<file path="config.mk">
export PLATFORM = sky130hd
export DESIGN_NAME = selcode_alu_reg
export DESIGN_NICKNAME = d
export VERILOG_FILES = /design/src/rtl/alu4_pkg.sv /design/src/rtl/alu_fa_cell.sv /design/src/rtl/alu_ripple_add.sv /design/src/rtl/alu_bmux.sv /design/src/rtl/alu_logic.sv /design/src/rtl/selcode_alu_reg.sv
export SDC_FILE = /design/constraint.sdc
export NUM_CORES = 1
export LEC_CHECK = 0
export BUFFER_PORTS_ARGS = -buffer_cell sky130_fd_sc_hd__buf_2
export CORE_AREA = 2 2 39 41
export DETAILED_ROUTE_END_ITERATION = 10
export DIE_AREA = 0 0 41 43
export PLACE_DENSITY = 0.71
export SYNTH_ARGS = -nofsm -noshare
export SYNTH_HDL_FRONTEND = slang
export SYNTH_HIERARCHICAL = 1
export SYNTH_SLANG_ARGS = --single-unit
export TNS_END_PERCENT = 5
</file>
<file path="constraint.sdc">
create_clock -name clk -period 1.08 [get_ports clk]
set_input_delay 0.216 -clock clk [delete_from_list [all_inputs] [get_ports clk]]
set_output_delay 0.216 -clock clk [all_outputs]
set_load 0.03 [all_outputs]
</file>
<file path="src/rtl/alu4_pkg.sv">
package alu4_pkg;

   typedef enum logic [2:0] {
      OP_PASS = 3'b000,
      OP_ADD  = 3'b001,
      OP_SUB  = 3'b010,
      OP_DEC  = 3'b011,
      OP_OR   = 3'b100,
      OP_XOR  = 3'b101,
      OP_AND  = 3'b110,
      OP_INV  = 3'b111
   } op_e;

   localparam int unsigned OP_W = 3;

   function automatic logic op_is_logic(input op_e op);
      return op[OP_W-1];
   endfunction

endpackage

</file>
<file path="src/rtl/alu_fa_cell.sv">
module alu_fa_cell (
   input  logic x,
   input  logic y,
   input  logic ci,
   output logic s,
   output logic co
);
   logic prop;
   logic gen;

   always_comb begin
      prop = x ^ y;
      gen  = x & y;
      s    = prop ^ ci;
      co   = gen | (prop & ci);
   end
endmodule

</file>
<file path="src/rtl/alu_ripple_add.sv">
module alu_ripple_add #(
   parameter int unsigned W = 4
) (
   input  logic [W-1:0] x,
   input  logic [W-1:0] y,
   input  logic         ci,
   output logic [W-1:0] sum,
   output logic         co
);
   localparam int unsigned NCARRY = W + 1;

   logic [NCARRY-1:0] chain;

   if (W < 1) begin : g_bad_width
      $error("alu_ripple_add: W must be at least 1");
   end

   assign chain[0] = ci;

   for (genvar i = 0; i < W; i++) begin : g_stage
      alu_fa_cell u_cell (
         .x  (x[i]),
         .y  (y[i]),
         .ci (chain[i]),
         .s  (sum[i]),
         .co (chain[i+1])
      );
   end

   assign co = chain[NCARRY-1];
endmodule

</file>
<file path="src/rtl/alu_bmux.sv">
module alu_bmux
   import alu4_pkg::*;
#(
   parameter int unsigned W = 4
) (
   input  logic [OP_W-2:0] mode,
   input  logic [W-1:0]    b_in,
   output logic [W-1:0]    b_out
);
   localparam logic [W-1:0] ZEROS = '0;
   localparam logic [W-1:0] ONES  = '1;

   if (W < 1) begin : g_bad_width
      $error("alu_bmux: W must be at least 1");
   end

   always_comb begin
      unique case (mode)
         2'b00:   b_out = ZEROS;
         2'b01:   b_out = b_in;
         2'b10:   b_out = ~b_in;
         default: b_out = ONES;
      endcase
   end
endmodule

</file>
<file path="src/rtl/alu_logic.sv">
module alu_logic
   import alu4_pkg::*;
#(
   parameter int unsigned W = 4
) (
   input  logic [OP_W-2:0] mode,
   input  logic [W-1:0]    x,
   input  logic [W-1:0]    y,
   output logic [W-1:0]    z
);
   if (W < 1) begin : g_bad_width
      $error("alu_logic: W must be at least 1");
   end

   for (genvar i = 0; i < W; i++) begin : g_bit
      always_comb begin
         unique case (mode)
            2'b00:   z[i] = x[i] | y[i];
            2'b01:   z[i] = x[i] ^ y[i];
            2'b10:   z[i] = x[i] & y[i];
            default: z[i] = ~x[i];
         endcase
      end
   end
endmodule

</file>
<file path="src/rtl/selcode_alu_reg.sv">
module selcode_alu_reg
   import alu4_pkg::*;
#(
   parameter int unsigned W = 4
) (
   input  logic             clk,
   input  logic             rst_n,
   input  logic [W-1:0]     op_a,
   input  logic [W-1:0]     op_b,
   input  logic             carry_in,
   input  logic [OP_W-1:0]  op_sel,
   output logic [W-1:0]     result,
   output logic             carry_out
);
   localparam int unsigned SW = W + 1;

   if (W < 1) begin : g_bad_width
      $error("selcode_alu_reg: W must be at least 1");
   end

   op_e          op;
   logic         logic_mode;
   logic [W-1:0] b_cond;
   logic [W-1:0] add_sum;
   logic         add_co;
   logic [W-1:0] log_res;
   logic [W-1:0] nxt_res;
   logic         nxt_co;

   assign op         = op_e'(op_sel);
   assign logic_mode = op_is_logic(op);

   alu_bmux #(.W(W)) u_bmux (
      .mode  (op_sel[OP_W-2:0]),
      .b_in  (op_b),
      .b_out (b_cond)
   );

   alu_ripple_add #(.W(W)) u_add (
      .x   (op_a),
      .y   (b_cond),
      .ci  (carry_in),
      .sum (add_sum),
      .co  (add_co)
   );

   alu_logic #(.W(W)) u_logic (
      .mode (op_sel[OP_W-2:0]),
      .x    (op_a),
      .y    (op_b),
      .z    (log_res)
   );

   always_comb begin
      if (logic_mode) begin
         nxt_res = log_res;
         nxt_co  = 1'b0;
      end else begin
         nxt_res = add_sum;
         nxt_co  = add_co;
      end
   end

   always_ff @(posedge clk or negedge rst_n) begin
      if (!rst_n) begin
         result    <= '0;
         carry_out <= 1'b0;
      end else begin
         result    <= nxt_res;
         carry_out <= nxt_co;
      end
   end

   // checker state: set after the first edge out of reset
   logic chk_armed;
   always_ff @(posedge clk or negedge rst_n) begin
      if (!rst_n) chk_armed <= 1'b0;
      else        chk_armed <= 1'b1;
   end


   rst_release_chk: assert property (@(posedge clk) disable iff (!rst_n)
      $rose(rst_n) |-> (result == '0) && !carry_out);


   logic_cout_zero_chk: assert property (@(posedge clk) disable iff (!rst_n)
      (chk_armed && $past(op_sel[OP_W-1])) |-> !carry_out);


   invert_a_chk: assert property (@(posedge clk) disable iff (!rst_n)
      (chk_armed && $past(op_sel) == 3'b111) |-> result == ~$past(op_a));


   transfer_chk: assert property (@(posedge clk) disable iff (!rst_n)
      (chk_armed && $past(op_sel) == 3'b000 && !$past(carry_in))
         |-> (result == $past(op_a)) && !carry_out);


   add_sum_chk: assert property (@(posedge clk) disable iff (!rst_n)
      (chk_armed && $past(op_sel) == 3'b001)
         |-> {carry_out, result} ==
             ({1'b0, $past(op_a)} + {1'b0, $past(op_b)} + SW'($past(carry_in))));
endmodule

</file>
Yosys cells after proc, flatten, opt, wreduce, memory -nomap -nowiden. Cells that the tools add are included.

Bitwise gates (word level): 37. Divide/modulo/power cells: 0. $add $sub $neg: 0. Multipliers: 0. Magnitude comparators: 0. Reductions and logical operators: 1. Shift-type cells: 0. Muxes and demuxes: 7. Equal/unequal tests: 2.

Operators by type and width (number): 1-bit bitwise AND (12); 1-bit case mux with 3 select lines (4); 4-bit case mux with 3 select lines (1); 1-bit XOR (12); 1-bit bitwise OR (8); 4-bit 2-to-1 mux (1); 1-bit NOT (4); 4-bit NOT (1); 2-bit by 1-bit == test with 1-bit output (second input constant) (1); 2-bit == test (second input constant) (1); 2-bit zero test (1); 1-bit 2-to-1 mux (1).

Bits of input ports: 14. Register bits after elaboration: 5. Memory bits (writable): 0. Output and inout port bits: 5. Memory bits (read-only): 0. Latch bits: 0. Logic and storage cells: 49. Memories kept: 0.

Logic depth before layout (Yosys ltp). Gate-level depths: netlist (run 1).

Depth after elaboration: 12. Gate-level depth with buffers: 6. Mapped depth without buffers: 6.

Modules after synthesis. Netlist (run 1), hierarchy kept.

By module, submodules not included: alu_logic (sequential area each 0.0 um2, times used 1, area each 250.2 um2, cells each 24); selcode_alu_reg (sequential area each 125.1 um2, times used 1, area each 178.9 um2, cells each 10); alu_fa_cell (sequential area each 0.0 um2, times used 4, area each 20.0 um2, cells each 1); alu_bmux (sequential area each 0.0 um2, times used 1, area each 45.0 um2, cells each 4).

Worst setup path before layout (run 1). Ideal clock, no wire load.

Path kind: input to register. Start point: input op_b[0]. End point: register result[3]. Required time: 955 ps. Arrival: 2401 ps. Stages: 6. Slack: -1446 ps. Library setup time: 125 ps. Buffers on the path: 0. Cell sequence: mux2_2 > fa_1 > fa_1 > fa_1 > fa_1 > mux2_2.

Cells in the longest elaborated chain, start to end: 11. Elaborated cells between the ends (all ways): 12. Those cells by class: mux: 2; bitwise: 10.

RTL lines: start, declared (RTL line selcode_alu_reg.sv:9) `input logic [W-1:0] op_b,`; 4-bit NOT (RTL line alu_bmux.sv:21) `2'b10: b_out = ~b_in;`; 4-bit case mux with 3 select lines * (RTL line alu_bmux.sv:18) `unique case (mode)`; 1-bit XOR (RTL line alu_fa_cell.sv:12) `prop = x ^ y;`; 1-bit bitwise AND (RTL line alu_fa_cell.sv:15) `co = gen | (prop & ci);`; 1-bit bitwise OR * (RTL line alu_fa_cell.sv:15); net u_add.chain[1] (RTL line alu_ripple_add.sv:12) `logic [NCARRY-1:0] chain;`; 1-bit bitwise AND * (RTL line alu_fa_cell.sv:15); 1-bit bitwise OR * (RTL line alu_fa_cell.sv:15); net u_add.chain[2] (RTL line alu_ripple_add.sv:12); 1-bit bitwise AND * (RTL line alu_fa_cell.sv:15); 1-bit bitwise OR * (RTL line alu_fa_cell.sv:15); net u_add.chain[3] (RTL line alu_ripple_add.sv:12); 1-bit XOR * (RTL line alu_fa_cell.sv:14) `s = prop ^ ci;`; net add_sum[3] (RTL line selcode_alu_reg.sv:24) `logic [W-1:0] add_sum;`; 4-bit 2-to-1 mux * (RTL line selcode_alu_reg.sv:55) `if (logic_mode) begin`; net nxt_res[3] (RTL line selcode_alu_reg.sv:27) `logic [W-1:0] nxt_res;`; end signal, assigned (RTL line selcode_alu_reg.sv:69) `result <= nxt_res;`; end, declared (RTL line selcode_alu_reg.sv:12) `output logic [W-1:0] result,`.

Mark *: on every way through the listed nets, which the timed path passes. The rest lies on a longest branch.

Final worst setup path (run 1).
Start point: input op_b[0]. End point: register result[3].

Cells in the longest elaborated chain, start to end: 11. Elaborated cells between the ends (all ways): 12. Those cells by class: mux: 2; bitwise: 10.

RTL lines: 4-bit NOT (RTL line alu_bmux.sv:21); 4-bit case mux with 3 select lines * (RTL line alu_bmux.sv:18); net b_cond[0] (RTL line selcode_alu_reg.sv:23) `logic [W-1:0] b_cond;`; 1-bit XOR (RTL line alu_fa_cell.sv:12); 1-bit bitwise AND (RTL line alu_fa_cell.sv:15); 1-bit bitwise OR * (RTL line alu_fa_cell.sv:15); net u_add.chain[1] (RTL line alu_ripple_add.sv:12); 1-bit bitwise AND * (RTL line alu_fa_cell.sv:15); 1-bit bitwise OR * (RTL line alu_fa_cell.sv:15); net u_add.chain[2] (RTL line alu_ripple_add.sv:12); 1-bit bitwise AND * (RTL line alu_fa_cell.sv:15); 1-bit bitwise OR * (RTL line alu_fa_cell.sv:15); net u_add.chain[3] (RTL line alu_ripple_add.sv:12); 1-bit XOR * (RTL line alu_fa_cell.sv:14); net add_sum[3] (RTL line selcode_alu_reg.sv:24); 4-bit 2-to-1 mux * (RTL line selcode_alu_reg.sv:55); net nxt_res[3] (RTL line selcode_alu_reg.sv:27).

Marked as above.

==> results of run 1 <==
## power by group
part           internal, mW  switching (mW)  total (mW)
combinational         0.164           0.170       0.334
clock                 0.139          0.0706       0.210
sequential            0.220         0.00599       0.226
## per-stage QoR
| step | utilization [%] | hold slack (ps) |
|---|---|---|
| 2_1_floorplan | - | -79.6 |
| 3_3_place_gp | 51.8 | 31.3 |
| 3_5_place_dp | 51.8 | 33.9 |
| 4_1_cts | 55.6 | 314 |
| 5_1_grt | 56.3 | 338 |
| 6_report | 56.3 | 316 |
## flip-flops by register name, summed over array words and instances (netlist names)
| signal | flops |
|---|---|
| carry_out | 1 |
| result | 4 |
## cell usage in the layout, fill, tap and decap left out
cell,instances
mux2_4,3
buf_6,3
clkbuf_4,3
mux4_1,3
inv_2,1
and2b_2,1
inv_1,11
ha_1,8
dfrtp_1,5
dlygate4sd3_1,1
clkbuf_1,1
fa_2,4
mux4_2,1
buf_4,5
mux2_2,5
buf_2,16
## how the worst min path moves through the flow
| stage | end | slack (ps) |
|---|---|---|
| finish | result[3] | 320 |
| global route | result[3] | 340 |
| CTS | result[3] | 310 |
| detailed placement | result[0] | 30 |
| global placement | result[2] | 30 |
| floorplan | carry_out | -80 |
## area by class of cell
| cell class | count | area [µm²] | share of cell area, % |
|---|---|---|---|
| clock buffer | 4 | 26.3 | 3.37 |
| inverter | 12 | 45.0 | 5.78 |
| multi-input combinational | 25 | 402 | 51.5 |
| sequential | 5 | 125 | 16.1 |
| tap | 16 | 20.0 | 2.57 |
| timing repair buffer | 25 | 161 | 20.7 |
## cells by family after synthesis
logic type	share of synthesized area, %
simple gates	1.58
flops	22.6
buf+inv	8.13
mux	35.2
fa+ha+maj	32.5
## timing repair
action | 4_1_cts | 5_1_grt
endpoints found under the setup margin | 5 | 5
endpoints found under the hold margin | 5 | 0
hold buffers | 1 | 0
resized for setup | 7 | 2
buffers inserted | 0 | 0
## routing by layer
metal / wire length (µm) / vias to the layer above / part of all wire (%)
li1: - / 201 / -
met1: 396 / 184 / 40
met2: 548 / 12 / 55
met3: 52 / 0 / 5.2
met4: 0 / 0 / 0
met5: 0 / - / 0
==> metrics, run 1 <==
outcome complete, but fails checks; failing checks negative setup slack; clock root cell clkbuf_4; I/O Pins 19; vias in the first global route between 400 and 500; critical path type input port to flip-flop; Fin. Hold Viols 0; count of TritonRoute iterations in the first routing pass 2; Critical Path Source op_b[0]; placed cells between 80 and 90; top-count cell post-synth inv_1; async set-or-reset flop fraction in the synthesized netlist 100%; Port-buffer cells 18; net count after synthesis 68; GRT overflow 0; Row Count 14; Critical-path top delay cell fa_2; maxcap violations 0; Final setup viols 5; max-slew headroom at the worst pin 89.8%; clock sink total 5; Period Utilization, post-route 208%; final max-slew violation count 0; Area contributors post-synth dfrtp_1 (23%), mux4_1 (19%), ha_1 (18%); design area ~780 µm²; met1 Usage GRT approximately 20%; DIE AREA roughly 1800 µm²; synthesized flop and latch total 5; power density cells about 990 nW/µm²; final WL around 1000 µm; delay-heaviest family, CP adder cells; Distinct cells, synth 7; Leak 0.413 nW; cts bufs inserted 3; Slew @ Worst Pin 154 ps; Sum Neg Setup Slack -3680 ps; largest net degree at the start of global routing 8; synth warn 6; RSZ-0062 raised after global routing yes; Overall Power between 0.7 and 0.8 mW; Critical Path Sink Type flip-flop; dpl cell area just over 700 µm²; CTS tree yes; Synth top area share between 20% and 30%; Final min period ~2300 ps; Critical Path End result[3]; most used routing layer met2; M3 GR Usage under 10%; fin worst setup slack -1170 ps; routed length per placed instance 11.5 µm; Worst setup SP type input port; worst-path cell chain buf_6 > mux2_4 > fa_2 > fa_2 > fa_2 > fa_2 > mux2_2; Via density about 4.6; Post-Synthesis Cells 42; CP Max Fanout 2; initial antenna violation count 0; Top FF cell, synth dfrtp_1; gr usage total 15.8%; CP dominant cell by count fa_2; Post-synth EDFFs 0; VDD IR max roughly 0.31 mV; Die H approximately 43 µm; via count of the routed design ~400; Avg Synthesized Cell Area 13.2 µm²; CTS clock-pin slew for the worst setup and hold paths approximately 40 ps; first-pass GRT wire length about 1.8 mm; dpl ws -1490 ps; post-synthesis cell area approximately 550 µm²; GR Util met2 roughly a quarter; Area growth syn-to-layout 40.6%; Synth top cells by count inv_1 (12), ha_1 (8), mux2_2 (8); maximum buffer depth of the clock tree 2; Nets 98; non-filler cells, final slightly below 90; sequential-to-total area share from yosys stat between 20% and 30%; Critical Path RT around 1200 ps; slowest cell delay on critical path slightly above 400 ps; diode count 0; Initial Util 40.1%; share of post-route cells with drive strength above 1 roughly 60%; Crit path arrival time 2370 ps; DRC 0; global placement routability congestion approximately 0.71; critical path depth 7; Initial DRC Count 1; Antenna Nets Post-Route 0; Max Freq 444 MHz; Detailed Place HPWL around 870 µm; core region area between 1000 and 1500 µm²; Synth area leader dfrtp_1; Die Width 41 µm; hold crit path type input port to asynchronous set/reset pin; Buf+Inv Stages, Crit Path 1; H-tree Lvls 1; number of fillers in the final layout 123
Power figures use the tool's default switching activity.
==> inputs of run 2 (changes only) <==
clock period = 2.85 ns   (was 1.08 ns; I/O delays follow)
==> run 2 against run 1 <==
The run now ends clean. Total power decreased by 64%. Routed wire length decreased by 9.6%. Clock power decreased by 63%. Clock-buffer cell count unchanged. Sequential power decreased by 62%. Sequential share of layout area increased by 1.6 points. Critical path depth unchanged. Combinational power decreased by 66%. Cell count decreased by 5.7%. Critical endpoint unchanged. Largest cell class unchanged.
==> metrics, run 2 (synthesis results as in run 1) <==
outcome finished, final reports clean; Post-CTS Setup Inserts 0; final max-slew violation count 0; Nets 93; Worst setup SP type input port; largest net degree at the start of global routing 8; Period Utilization, post-route a little over nine tenths; first-pass GRT wire length around 1.6 mm; RSZ-0062 raised after global routing no; Post-CTS Resized 0; hold buffers post-CTS 0; maximum buffer depth of the clock tree 2; design area 708 µm²; dpl ws -198 ps; dpl cell area ~680 µm²; Detailed Place HPWL between 800 and 900 µm; CP dominant cell by count fa_1; global placement routability congestion between 0.6 and 0.7; via count of the routed design between 300 and 400; Row Count 14; Initial DRC Count 1; Initial Util roughly two fifths; leading cell types in the layout, fill and taps excluded buf_2 (18), inv_1 (12), mux2_2 (8), ha_1 (8), dfrtp_1 (5); core region area around 1400 µm²; GRT overflow 0; final WL 901 µm; DRC 0; delay-heaviest family, CP adder cells; Reg with most FFs result; fin worst setup slack 58.3 ps; routed length per placed instance around 11 µm; critical path type input port to flip-flop; Buf+Inv Stages, Crit Path 1; Final setup viols 0; clock root cell clkbuf_4; Critical Path Sink Type flip-flop; CTS tree yes; CTS clock-pin slew for the worst setup and hold paths ~40 ps; Slew @ Worst Pin 156 ps; CP Max Fanout 3; clock sink total 5; Port-buffer cells 18; number of fillers in the final layout between 100 and 150; Critical-path top delay cell fa_1; Die H ~43 µm; most common cell after layout, fill and taps aside buf_2; largest registers result x4, carry_out x1; power density cells 388 nW/µm²; vias in the first global route roughly 420; gr usage total 12.8%; H-tree Lvls 1; slowest cell delay on critical path ~430 ps; VDD IR max between 0.1 and 0.15 mV; Crit path arrival time ~2900 ps; Fin. Hold Viols 0; max-slew headroom at the worst pin 89.7%; Max Freq roughly 360 MHz; worst-path cell chain buf_2 > mux2_2 > fa_1 > fa_1 > fa_2 > fa_1 > mux2_2; Die Width roughly 40 µm; count of TritonRoute iterations in the first routing pass 2; share of post-route cells with drive strength above 1 between 50% and 60%; initial antenna violation count 0; cts bufs inserted 3; Critical Path RT roughly 3000 ps; max reg flops 4; DIE AREA 1760 µm²; Antenna Nets Post-Route 0; Area growth syn-to-layout 27.8%; Leak approximately 0.38 nW; diode count 0; maxcap violations 0; I/O Pins 19; hold crit path type input port to asynchronous set/reset pin; Final min period ~2800 ps; Via density ~4.7
## run 2: changes by cell type in the layout (fill, tap and decap cells not counted)
cell / delta
buf_6: -3
buf_4: -3
fa_2: -3
mux2_2: +3
dlygate4sd3_1: -1
inv_2: -1
mux4_2: -1
buf_2: +2
fa_1: +3
mux2_4: -3
mux4_1: +1
inv_1: +1
## run 2: layout make-up
type	count	area, µm²	area share [%]
clock buffer	4	26.3	3.71
inverter	12	45.0	6.36
multi-input combinational	25	387	54.6
sequential	5	125	17.7
tap	16	20.0	2.83
timing repair buffer	20	105	14.8
## run 2: worst max path at each step
| stage | start | end | slack (ps) | depth (start not counted) |
|---|---|---|---|---|
| floorplan | op_b[0] | result[3] | 6 | 6 |
| global placement | op_b[0] | result[3] | -150 | 7 |
| detailed placement | op_b[0] | result[3] | -200 | 7 |
| CTS | op_b[0] | result[3] | 60 | 7 |
| global route | op_b[0] | result[3] | 6 | 7 |
| finish | op_b[0] | result[3] | 60 | 7 |
## run 2: through the flow
| stage | total power [mW] | instances | hold slack (ps) | TNS, ps | util (%) |
|---|---|---|---|---|---|
| 6_report | 0.275 | 82 | 143 | 0 | 51.2 |
| 3_5_place_dp | 0.200 | 78 | 389 | -261 | 49.3 |
| 2_1_floorplan | 0.157 | 42 | 274 | 0 | - |
| 5_1_grt | 0.301 | 82 | 136 | 0 | 51.2 |
| 4_1_cts | 0.279 | 82 | 143 | 0 | 51.2 |
| 3_3_place_gp | 0.194 | 78 | 385 | -178 | 49.3 |
## run 2: where the power goes
group	internal [mW]	total, mW	switching (mW)
combinational	0.0502	0.112	0.0614
clock	0.0527	0.0774	0.0247
sequential	0.0833	0.0859	0.00259
total	0.186	0.275	0.0887
## run 2: routing by layer
layer	wire length [µm]	track usage, %	vias up	part of all wire (%)
li1	-	-	189	-
met2	483	22.5	12	54
met1	365	15.0	187	41
met4	0	2.00	0	0
met5	0	0	-	0
met3	53	3.14	0	5.9
